File: src/rtl/pulse_iso_pkg.sv
package pulse_iso_pkg;

    // One coupling-element transfer: at most one line high per cycle.
    typedef struct packed {
        logic set;
        logic clr;
    } pulse_t;

    // The receive-side bistable.
    typedef enum logic {
        LAT_LOW  = 1'b0,
        LAT_HIGH = 1'b1
    } latch_t;

    // Why the encoder fires in a given cycle.
    typedef enum logic [1:0] {
        SRC_NONE    = 2'd0,
        SRC_EDGE    = 2'd1,
        SRC_REFRESH = 2'd2,
        SRC_MUTED   = 2'd3
    } pulse_src_t;

    localparam pulse_t PULSE_IDLE = '{set: 1'b0, clr: 1'b0};

    // Pulse that reports a level (used for both edges and refresh).
    function automatic pulse_t level_pulse(input logic level);
        pulse_t p;
        p.set = level;
        p.clr = ~level;
        return p;
    endfunction

    function automatic logic any_pulse(input pulse_t p);
        return p.set | p.clr;
    endfunction

    // Next bistable state from an incoming pulse.
    function automatic latch_t latch_next(input latch_t cur, input pulse_t p);
        latch_t n;
        n = cur;
        if (p.set)
            n = LAT_HIGH;
        else if (p.clr)
            n = LAT_LOW;
        return n;
    endfunction

endpackage

File: src/rtl/pulse_iso_sync.sv
module pulse_iso_sync #(
    parameter int STAGES = 2
) (
    input  logic clk,
    input  logic rst,
    input  logic d,
    output logic q
);
    logic [STAGES-1:0] chain;

    generate
        for (genvar i = 0; i < STAGES; i++) begin : g_stage
            if (i == 0) begin : g_first
                always_ff @(posedge clk) begin
                    if (rst)
                        chain[0] <= 1'b0;
                    else
                        chain[0] <= d;
                end
            end else begin : g_next
                always_ff @(posedge clk) begin
                    if (rst)
                        chain[i] <= 1'b0;
                    else
                        chain[i] <= chain[i-1];
                end
            end
        end
    endgenerate

    assign q = chain[STAGES-1];

endmodule

File: src/rtl/pulse_iso_enc.sv
module pulse_iso_enc
    import pulse_iso_pkg::*;
#(
    parameter int REFRESH_CYCLES = 16,
    parameter int SYNC_STAGES    = 2
) (
    input  logic   clk,
    input  logic   rst,
    input  logic   en,
    input  logic   din,
    output pulse_t tx
);
    localparam int CW = $clog2(REFRESH_CYCLES + 1);
    localparam logic [CW-1:0] REF_LAST = CW'(REFRESH_CYCLES - 1);

    logic          lvl;
    logic          lvl_d;
    logic [CW-1:0] ref_cnt;
    logic [CW-1:0] ref_cnt_nxt;
    pulse_t        tx_q;
    pulse_t        tx_nxt;
    pulse_src_t    src;
    logic          changed;
    logic          ref_due;

    pulse_iso_sync #(.STAGES(SYNC_STAGES)) u_sync (
        .clk (clk),
        .rst (rst),
        .d   (din),
        .q   (lvl)
    );

    assign changed = lvl ^ lvl_d;
    assign ref_due = (ref_cnt == REF_LAST);

    // Priority: power loss, then a real change, then the idle refresh.
    always_comb begin
        if (!en)
            src = SRC_MUTED;
        else if (changed)
            src = SRC_EDGE;
        else if (ref_due)
            src = SRC_REFRESH;
        else
            src = SRC_NONE;
    end

    always_comb begin
        unique case (src)
            SRC_EDGE, SRC_REFRESH: begin
                tx_nxt      = level_pulse(lvl);
                ref_cnt_nxt = '0;
            end
            SRC_MUTED: begin
                tx_nxt      = PULSE_IDLE;
                ref_cnt_nxt = '0;
            end
            default: begin
                tx_nxt      = PULSE_IDLE;
                ref_cnt_nxt = ref_cnt + CW'(1);
            end
        endcase
    end

    always_ff @(posedge clk) begin
        if (rst) begin
            lvl_d   <= 1'b0;
            ref_cnt <= '0;
            tx_q    <= PULSE_IDLE;
        end else begin
            lvl_d   <= lvl;
            ref_cnt <= ref_cnt_nxt;
            tx_q    <= tx_nxt;
        end
    end

    assign tx = tx_q;

    AST_PULSE_EXCL: assert property (@(posedge clk) disable iff (rst)
        !(tx_q.set && tx_q.clr));
    AST_SET_NARROW: assert property (@(posedge clk) disable iff (rst)
        tx_q.set |=> !tx_q.set);
    AST_CLR_NARROW: assert property (@(posedge clk) disable iff (rst)
        tx_q.clr |=> !tx_q.clr);
    AST_MUTED_SILENT: assert property (@(posedge clk) disable iff (rst)
        !$past(en) |-> !(tx_q.set || tx_q.clr));
    AST_REF_RANGE: assert property (@(posedge clk) disable iff (rst)
        ref_cnt < CW'(REFRESH_CYCLES));
    AST_EDGE_SENDS: assert property (@(posedge clk) disable iff (rst)
        (en && changed) |=> (tx_q.set == $past(lvl)) && (tx_q.clr == !$past(lvl)));

endmodule

File: src/rtl/pulse_iso_wdog.sv
module pulse_iso_wdog #(
    parameter int WDOG_CYCLES = 64
) (
    input  logic clk,
    input  logic rst,
    input  logic kick,
    output logic expire
);
    localparam int CW = $clog2(WDOG_CYCLES + 1);
    localparam logic [CW-1:0] WD_LAST = CW'(WDOG_CYCLES - 1);

    logic [CW-1:0] quiet;

    // Counts pulse-free edges since the last pulse; saturates at the limit.
    always_ff @(posedge clk) begin
        if (rst)
            quiet <= '0;
        else if (kick)
            quiet <= '0;
        else if (quiet != WD_LAST)
            quiet <= quiet + CW'(1);
    end

    assign expire = (quiet == WD_LAST);

    AST_WD_CLEARED: assert property (@(posedge clk) disable iff (rst)
        kick |=> (quiet == '0));
    AST_WD_ADVANCE: assert property (@(posedge clk) disable iff (rst)
        (!kick && !expire) |=> (quiet == $past(quiet) + CW'(1)));
    AST_WD_BOUND: assert property (@(posedge clk) disable iff (rst)
        quiet <= WD_LAST);

endmodule

File: src/rtl/pulse_iso_dec.sv
module pulse_iso_dec
    import pulse_iso_pkg::*;
#(
    parameter int WDOG_CYCLES = 64
) (
    input  logic   clk,
    input  logic   rst,
    input  pulse_t rx,
    output logic   dout
);
    latch_t state;
    latch_t state_nxt;
    logic   kick;
    logic   expire;

    assign kick = any_pulse(rx);

    pulse_iso_wdog #(.WDOG_CYCLES(WDOG_CYCLES)) u_wdog (
        .clk    (clk),
        .rst    (rst),
        .kick   (kick),
        .expire (expire)
    );

    // A pulse always wins over the timeout, so recovery is immediate.
    always_comb begin
        if (kick)
            state_nxt = latch_next(state, rx);
        else if (expire)
            state_nxt = LAT_LOW;
        else
            state_nxt = state;
    end

    always_ff @(posedge clk) begin
        if (rst)
            state <= LAT_LOW;
        else
            state <= state_nxt;
    end

    assign dout = (state == LAT_HIGH);

    AST_SET_HIGH: assert property (@(posedge clk) disable iff (rst)
        rx.set |=> dout);
    AST_CLR_LOW: assert property (@(posedge clk) disable iff (rst)
        rx.clr |=> !dout);
    AST_TIMEOUT_LOW: assert property (@(posedge clk) disable iff (rst)
        (expire && !kick) |=> !dout);
    AST_QUIET_HOLD: assert property (@(posedge clk) disable iff (rst)
        (!kick && !expire) |=> $stable(dout));

endmodule

File: src/rtl/pulse_iso_link.sv
module pulse_iso_link
    import pulse_iso_pkg::*;
#(
    parameter int REFRESH_CYCLES = 16,
    parameter int WDOG_CYCLES    = 64,
    parameter int SYNC_STAGES    = 2
) (
    input  logic clk,
    input  logic rst,
    input  logic tx_enable,
    input  logic din,
    output logic dout,
    output logic link_set,
    output logic link_clr
);
    pulse_t wire_pulse;

    pulse_iso_enc #(
        .REFRESH_CYCLES (REFRESH_CYCLES),
        .SYNC_STAGES    (SYNC_STAGES)
    ) u_enc (
        .clk (clk),
        .rst (rst),
        .en  (tx_enable),
        .din (din),
        .tx  (wire_pulse)
    );

    pulse_iso_dec #(
        .WDOG_CYCLES (WDOG_CYCLES)
    ) u_dec (
        .clk  (clk),
        .rst  (rst),
        .rx   (wire_pulse),
        .dout (dout)
    );

    assign link_set = wire_pulse.set;
    assign link_clr = wire_pulse.clr;

    AST_RESET_QUIET: assert property (@(posedge clk)
        $past(rst) |-> !(link_set || link_clr || dout));
    AST_LINK_EXCL: assert property (@(posedge clk) disable iff (rst)
        !(link_set && link_clr));

endmodule

File: config.mk
export PLATFORM = sky130hd
export DESIGN_NAME = pulse_iso_link
export DESIGN_NICKNAME = d
export VERILOG_FILES = /design/src/rtl/pulse_iso_pkg.sv /design/src/rtl/pulse_iso_sync.sv /design/src/rtl/pulse_iso_enc.sv /design/src/rtl/pulse_iso_wdog.sv /design/src/rtl/pulse_iso_dec.sv /design/src/rtl/pulse_iso_link.sv
export SDC_FILE = /design/constraint.sdc
export NUM_CORES = 1
export LEC_CHECK = 0
export BUFFER_PORTS_ARGS = -buffer_cell sky130_fd_sc_hd__buf_2
export CAP_MARGIN = 20
export CORE_AREA = 8 8 47 49
export CTS_CLUSTER_DIAMETER = 120
export DETAILED_ROUTE_END_ITERATION = 8
export DIE_AREA = 0 0 55 57
export PLACE_DENSITY = 0.7
export SLEW_MARGIN = 10
export SYNTH_ARGS = -nofsm -noshare
export SYNTH_HDL_FRONTEND = slang
export SYNTH_SLANG_ARGS = --single-unit
File: constraint.sdc
create_clock -name clk -period 2.05 [get_ports clk]
set_input_delay 0.41 -clock clk [delete_from_list [all_inputs] [get_ports clk]]
set_output_delay 0.41 -clock clk [all_outputs]
set_load 0.1 [all_outputs]
Word-level counts from Yosys, hierarchy flattened:

Cells that the tools add are included.

* bitwise operators: 4
* reductions and logical operators: 6
* equal/unequal tests: 7
* add/sub/neg operators: 2
* mux-type cells: 7

Operators by type and width (count)
* 7-bit by 1-bit adder with 7-bit output, second input constant: 1
* 7-bit by 6-bit == test with 1-bit output, second input constant: 1
* 7-bit by 6-bit inequality test with 1-bit output, second input constant: 1
* 2-bit two-way mux: 3
* 2-bit OR reduction: 3
* 5-bit by 1-bit adder with 5-bit output, second input constant: 1
* 5-bit by 4-bit == test with 1-bit output, second input constant: 1
* 2-bit == test, second input constant: 2
* 1-bit two-way mux: 4
* 4-bit OR reduction: 1
* 3-bit inequality test, second input constant: 1
* 2-bit by 1-bit == test with 1-bit output, second input constant: 1
* 1-bit NOT: 2
* 2-bit AND reduction: 1
* 2-bit nonzero test: 1
* 1-bit OR: 1
* 1-bit bitwise XOR: 1

* input bits: 4
* bits in registers: 18

Depth between registers and ports, before layout:

* word-level depth: 8
* mapped depth: 8
* depth with buffers taken out: 8

By module:

Synthesis repeated with hierarchy kept, for this count alone.

* cell total of the unflattened synthesis: 71
* area, all modules: 716.9 µm²

By module, submodules not included
* pulse_iso_wdog: sequential area each 140.1 µm², area each 325.3 µm², instances 1, cells an instance 33
* pulse_iso_enc: sequential area each 160.2 µm², area each 295.3 µm², instances 1, cells an instance 29
* pulse_iso_sync: sequential area each 40.0 µm², area each 52.6 µm², instances 1, cells an instance 4
* pulse_iso_dec: sequential area each 20.0 µm², area each 43.8 µm², instances 1, cells an instance 5

Least setup slack after synthesis:

No wires, ideal clock.

* path kind: register -> register
* start: register u_enc.ref_cnt[0]
* end: register u_enc.ref_cnt[2]
* data required time: 1.986 ns
* clock period less this slack: 1.831 ns
* setup slack: 0.219 ns
* path buffers: 0
* arrival: 1.767 ns
* cell stages (with the launch flop): 9
* library setup time: 0.064 ns
* cell sequence: dfxtp_1 ha_1 and3_1 ha_1 nand2_1 and2_1 ha_1 or4_4 nor2_1

* longest elaborated chain between the ends: 6

RTL lines
* start, declared: line pulse_iso_enc.sv:18 `logic [CW-1:0] ref_cnt;`
* start signal, assigned: line pulse_iso_enc.sv:72 `ref_cnt <= ref_cnt_nxt;`
* 5-bit by 4-bit == test with 1-bit output: line pulse_iso_enc.sv:34 `assign ref_due = (ref_cnt == REF_LAST);`
* 2-bit two-way mux: line pulse_iso_enc.sv:42 `else if (ref_due)`
* 2-bit two-way mux: line pulse_iso_enc.sv:40 `else if (changed)`
* 2-bit two-way mux: line pulse_iso_enc.sv:38 `if (!en)`
* 2-bit == test or 2-bit by 1-bit == test with 1-bit output (tied branches): line pulse_iso_enc.sv:49 `unique case (src)`
* 4-bit OR reduction (no line)

Parallel ways exist; a longest one is shown, timed or not.
A chain may end at the register's enable or synchronous reset.

Worst setup path after layout:

* start: register u_enc.ref_cnt[0]
* end: register u_enc.ref_cnt[0]

Same word-level chain as after synthesis.

==> results.py <==
metrics = {
    "synthesis": {
        "ys_seq_area_share_pct": 47.9,
        "netlist_area_um2": 752,
        "synth_top_area_share_pct": 47.9,
        "netlist_instances": 78,
        "yosys-top-cells-area": "dfxtp_1, ha_1, and2b_2",
        "synth_seq_cells": 18,
        "yosysWarnings": 0,
        "synth_largest_area_cell": "dfxtp_1",
        "synth_cell_types": 23,
        "syn-num-nets": 88,
        "synth.avg_cell_area_um2": 9.64,
    },
    "clock_network": {
        "cts_tree": "done",
        "numCtsBuffers": 3,
        "clockBufferDepth": 2,
        "cts.sinks": 18,
        "clk-insertion-delay-late_ns": 0.30,
        "path_clk_slew_ns": 0.10,
        "root_buffer": "clkbuf_4",
        "cts_setup_buffers": 0,
        "cts_max_level": 1,
    },
    "floorplanning": {
        "die_height_um": 57,
        "die_width_um": 55,
        "num_rows": 15,
        "initial_core_util_pct": 47.7,
        "die_area_mm2": 0.00314,
        "ios": 7,
        "core_area_mm2": 0.00158,
    },
    "sta": {
        "hold_violations": 0,
        "min_period_ns": 1.92,
        "worst_pin_slew_ns": 0.487,
        "rsz0062_at_grt": "no",
        "setup_tns_ns": 0,
        "fin_crit_sh_pct": 93.8,
        "maxSlewHeadroom_pct": 67.8,
        "slew_violations": 0,
        "fin_skew_ns": 0.00729,
        "max_freq_ghz": 0.520,
        "setup_viol": 0,
    },
    "worst_hold_path": {
        "whs_path_depth": 2,
        "hp-class": "input port to flop",
        "hold_end": "u_enc.u_sync.chain[0]$_SDFF_PP0_",
        "min_from": "din",
    },
    "worst_setup_path": {
        "startpoint": "u_enc.ref_cnt[0]$_SDFF_PP0_",
        "cp.required_ns": 2.29,
        "ff2ff_setup_slack_ns": 0.13,
        "worst_setup_path_start_kind": "flop",
        "worst-setup-path-type": "flop to flop",
        "crit_path_end_kind": "flop",
        "crit_arrival_ns": 2.16,
        "crit_fanout": 5,
        "reg2reg_depth": 8,
        "reg2reg_from": "u_enc.ref_cnt[0]$_SDFF_PP0_",
        "r2r-end": "u_enc.ref_cnt[0]$_SDFF_PP0_",
    },
    "routing": {
        "drt_first_pass_iters": 4,
        "drtAntennaViolNets": 0,
        "wl_mm": 1.23,
        "viasPerCell": 5.35,
        "post_drt_wl_per_cell_um": 11.9,
        "via_count": 556,
        "drt_iter0_drc": 10,
        "drcViolationCount": 0,
    },
    "global_route": {
        "grt_pass1_vias": 526,
        "track_usage_pct": 9.39,
        "overflow": 0,
        "antenna_found_initial": 0,
        "grt_pass1_wl_mm": 2.17,
        "grt_max_degree": 10,
    },
    "layout": {
        "antenna_cells": 0,
        "nFillCells": 160,
        "fin_nets": 99,
        "drive_gt1_share_pct": 18.4,
        "areaGrowthSynthToFinish_pct": 9.98,
        "final_cell_count_no_fill": 104,
    },
    "power": {
        "p_seq_share_pct": 61.1,
        "power.internal_mw": 0.453,
        "p_sw_share_pct": 25.7,
        "clkPwrFrac_pct": 28.4,
        "p_leak_nw": 0.345,
        "comb_power_share_pct": 10.5,
        "peakVddDrop_mv": 0.448,
        "powerDensity_mw_per_mm2": 737,
        "switchingPower_mw": 0.157,
    },
    "status": {
        "status": "finished clean",
    },
    "placed_design": {
        "gp_congestion": 0.841,
        "port_buffers": 6,
        "dp_hpwl_um": 942,
        "placed_cells": 101,
    },
    "flow_run": {
        "max-cap-violations": 0,
    },
}
[worst max-delay path: stages, from the launching register on]
cell and delay [ns]:
dfxtp_2 0.35, ha_1 0.17, and3_1 0.16, ha_1 0.14, nand2_1 0.06, and2_1 0.16, ha_1 0.17, or4_4 0.54
nor2_1 0.11
[layout by cell type (no fill, tap or decap)]
cell type	n
dfxtp_1	17
ha_1	6
buf_2	6
nand2_1	5
o21ai_0	5
nor2_1	5
inv_1	4
nor3_1	4
a31oi_1	4
and3_1	3
nand3_1	3
a21oi_1	3
and2b_2	3
clkbuf_4	3
xnor2_1	2
and2_1	2
nor2b_1	2
xor2_1	2
and3b_1	1
nand3_2	1
nand3b_1	1
or3_2	1
a21boi_0	1
or4_4	1
or3_1	1
dfxtp_2	1
[layer usage]
layer,track usage (%),wire length (µm),vias to the layer above
met5,0,0,-
met4,6.19,37,0
met3,3.38,53,5
met2,12.5,564,13
met1,12.1,578,247
li1,-,-,291
[worst max-delay path by stage]
stage	to	slack (ns)	depth (start not counted)
after floorplan	u_enc.ref_cnt[2]$_SDFF_PP0_	0.22	8
after global placement	u_enc.ref_cnt[3]$_SDFF_PP0_	0.16	8
after detailed placement	u_enc.ref_cnt[1]$_SDFF_PP0_	0.11	8
after CTS	u_enc.ref_cnt[1]$_SDFF_PP0_	0.08	8
after global routing	u_enc.ref_cnt[0]$_SDFF_PP0_	0.009	8
final	u_enc.ref_cnt[0]$_SDFF_PP0_	0.13	8
[registers in the layout (all words and copies together) (netlist names)]
| name | flops |
|---|---|
| u_dec.u_wdog.quiet | 7 |
| u_enc.ref_cnt | 5 |
| u_enc.tx | 2 |
| u_dec.dout | 1 |
| u_enc.lvl_d | 1 |
| u_enc.u_sync.chain | 1 |
| u_enc.u_sync.q | 1 |
[Yosys cell counts]
cell and n:
ha_1 6, inv_1 4, o21ai_0 5, nand3b_1 1, nand3_2 1, xor2_1 2
nand3_1 3, and3b_1 1, a21oi_1 3, or3_2 1, and3_1 3, xnor2_1 2
nor2_1 5, nor2b_1 2, a21boi_0 1, and2_1 2, and2b_2 3, or3_1 1
nor3_1 4, dfxtp_1 18, or4_4 1, nand2_1 5, a31oi_1 4
[final cells by class]
type / count / area, µm² / share of cell area [%]
Inverter: 4 / 15.0 / 1.82
Clock buffer: 3 / 22.5 / 2.72
Multi-Input combinational cell: 56 / 377 / 45.5
Timing Repair Buffer: 6 / 30.0 / 3.63
Tap cell: 17 / 21.3 / 2.57
Sequential cell: 18 / 362 / 43.7
[per-stage QoR]
stage	setup WS (ns)	total power, mW	hold slack, ns	util (%)	cell area (µm²)
2_1_floorplan	0.219	0.429	0.416	-	752
3_3_place_gp	0.157	0.443	0.423	51.0	803
3_5_place_dp	0.111	0.445	0.440	51.0	803
4_1_cts	0.0796	0.615	0.343	52.4	826
5_1_grt	0.00888	0.637	0.339	52.5	827
6_report	0.126	0.610	0.343	52.5	827
[power groups by stage]
stage	Combinational, mW	Sequential, mW	Clock, mW
6_report	0.0639	0.373	0.173
3_5_place_dp	0.0644	0.381	0
2_1_floorplan	0.0313	0.398	0
4_1_cts	0.0646	0.372	0.178
3_3_place_gp	0.0626	0.380	0
5_1_grt	0.0708	0.375	0.192
[cells by family (layout without fill, tap and decap cells)]
logic type | after synthesis | count (layout) | synth area share (%)
AO/OA/AOI/OAI | 13 | 13 | 9.65
AND/OR/NAND/NOR | 33 | 33 | 25.8
XOR/XNOR | 4 | 4 | 4.66
adder cells (fa/ha/maj) | 6 | 6 | 9.98
flip-flops | 18 | 18 | 47.9
buffers and inverters | 4 | 13 | 2.00
[what timing repair did]
| item | 4_1_cts | 5_1_grt |
|---|---|---|
| hold buffers | 0 | 0 |
| setup endpoints to repair | 0 | 4 |
| resized for setup | 0 | 1 |
| hold endpoints to repair | 0 | 0 |
Power figures use the tool's default switching activity.
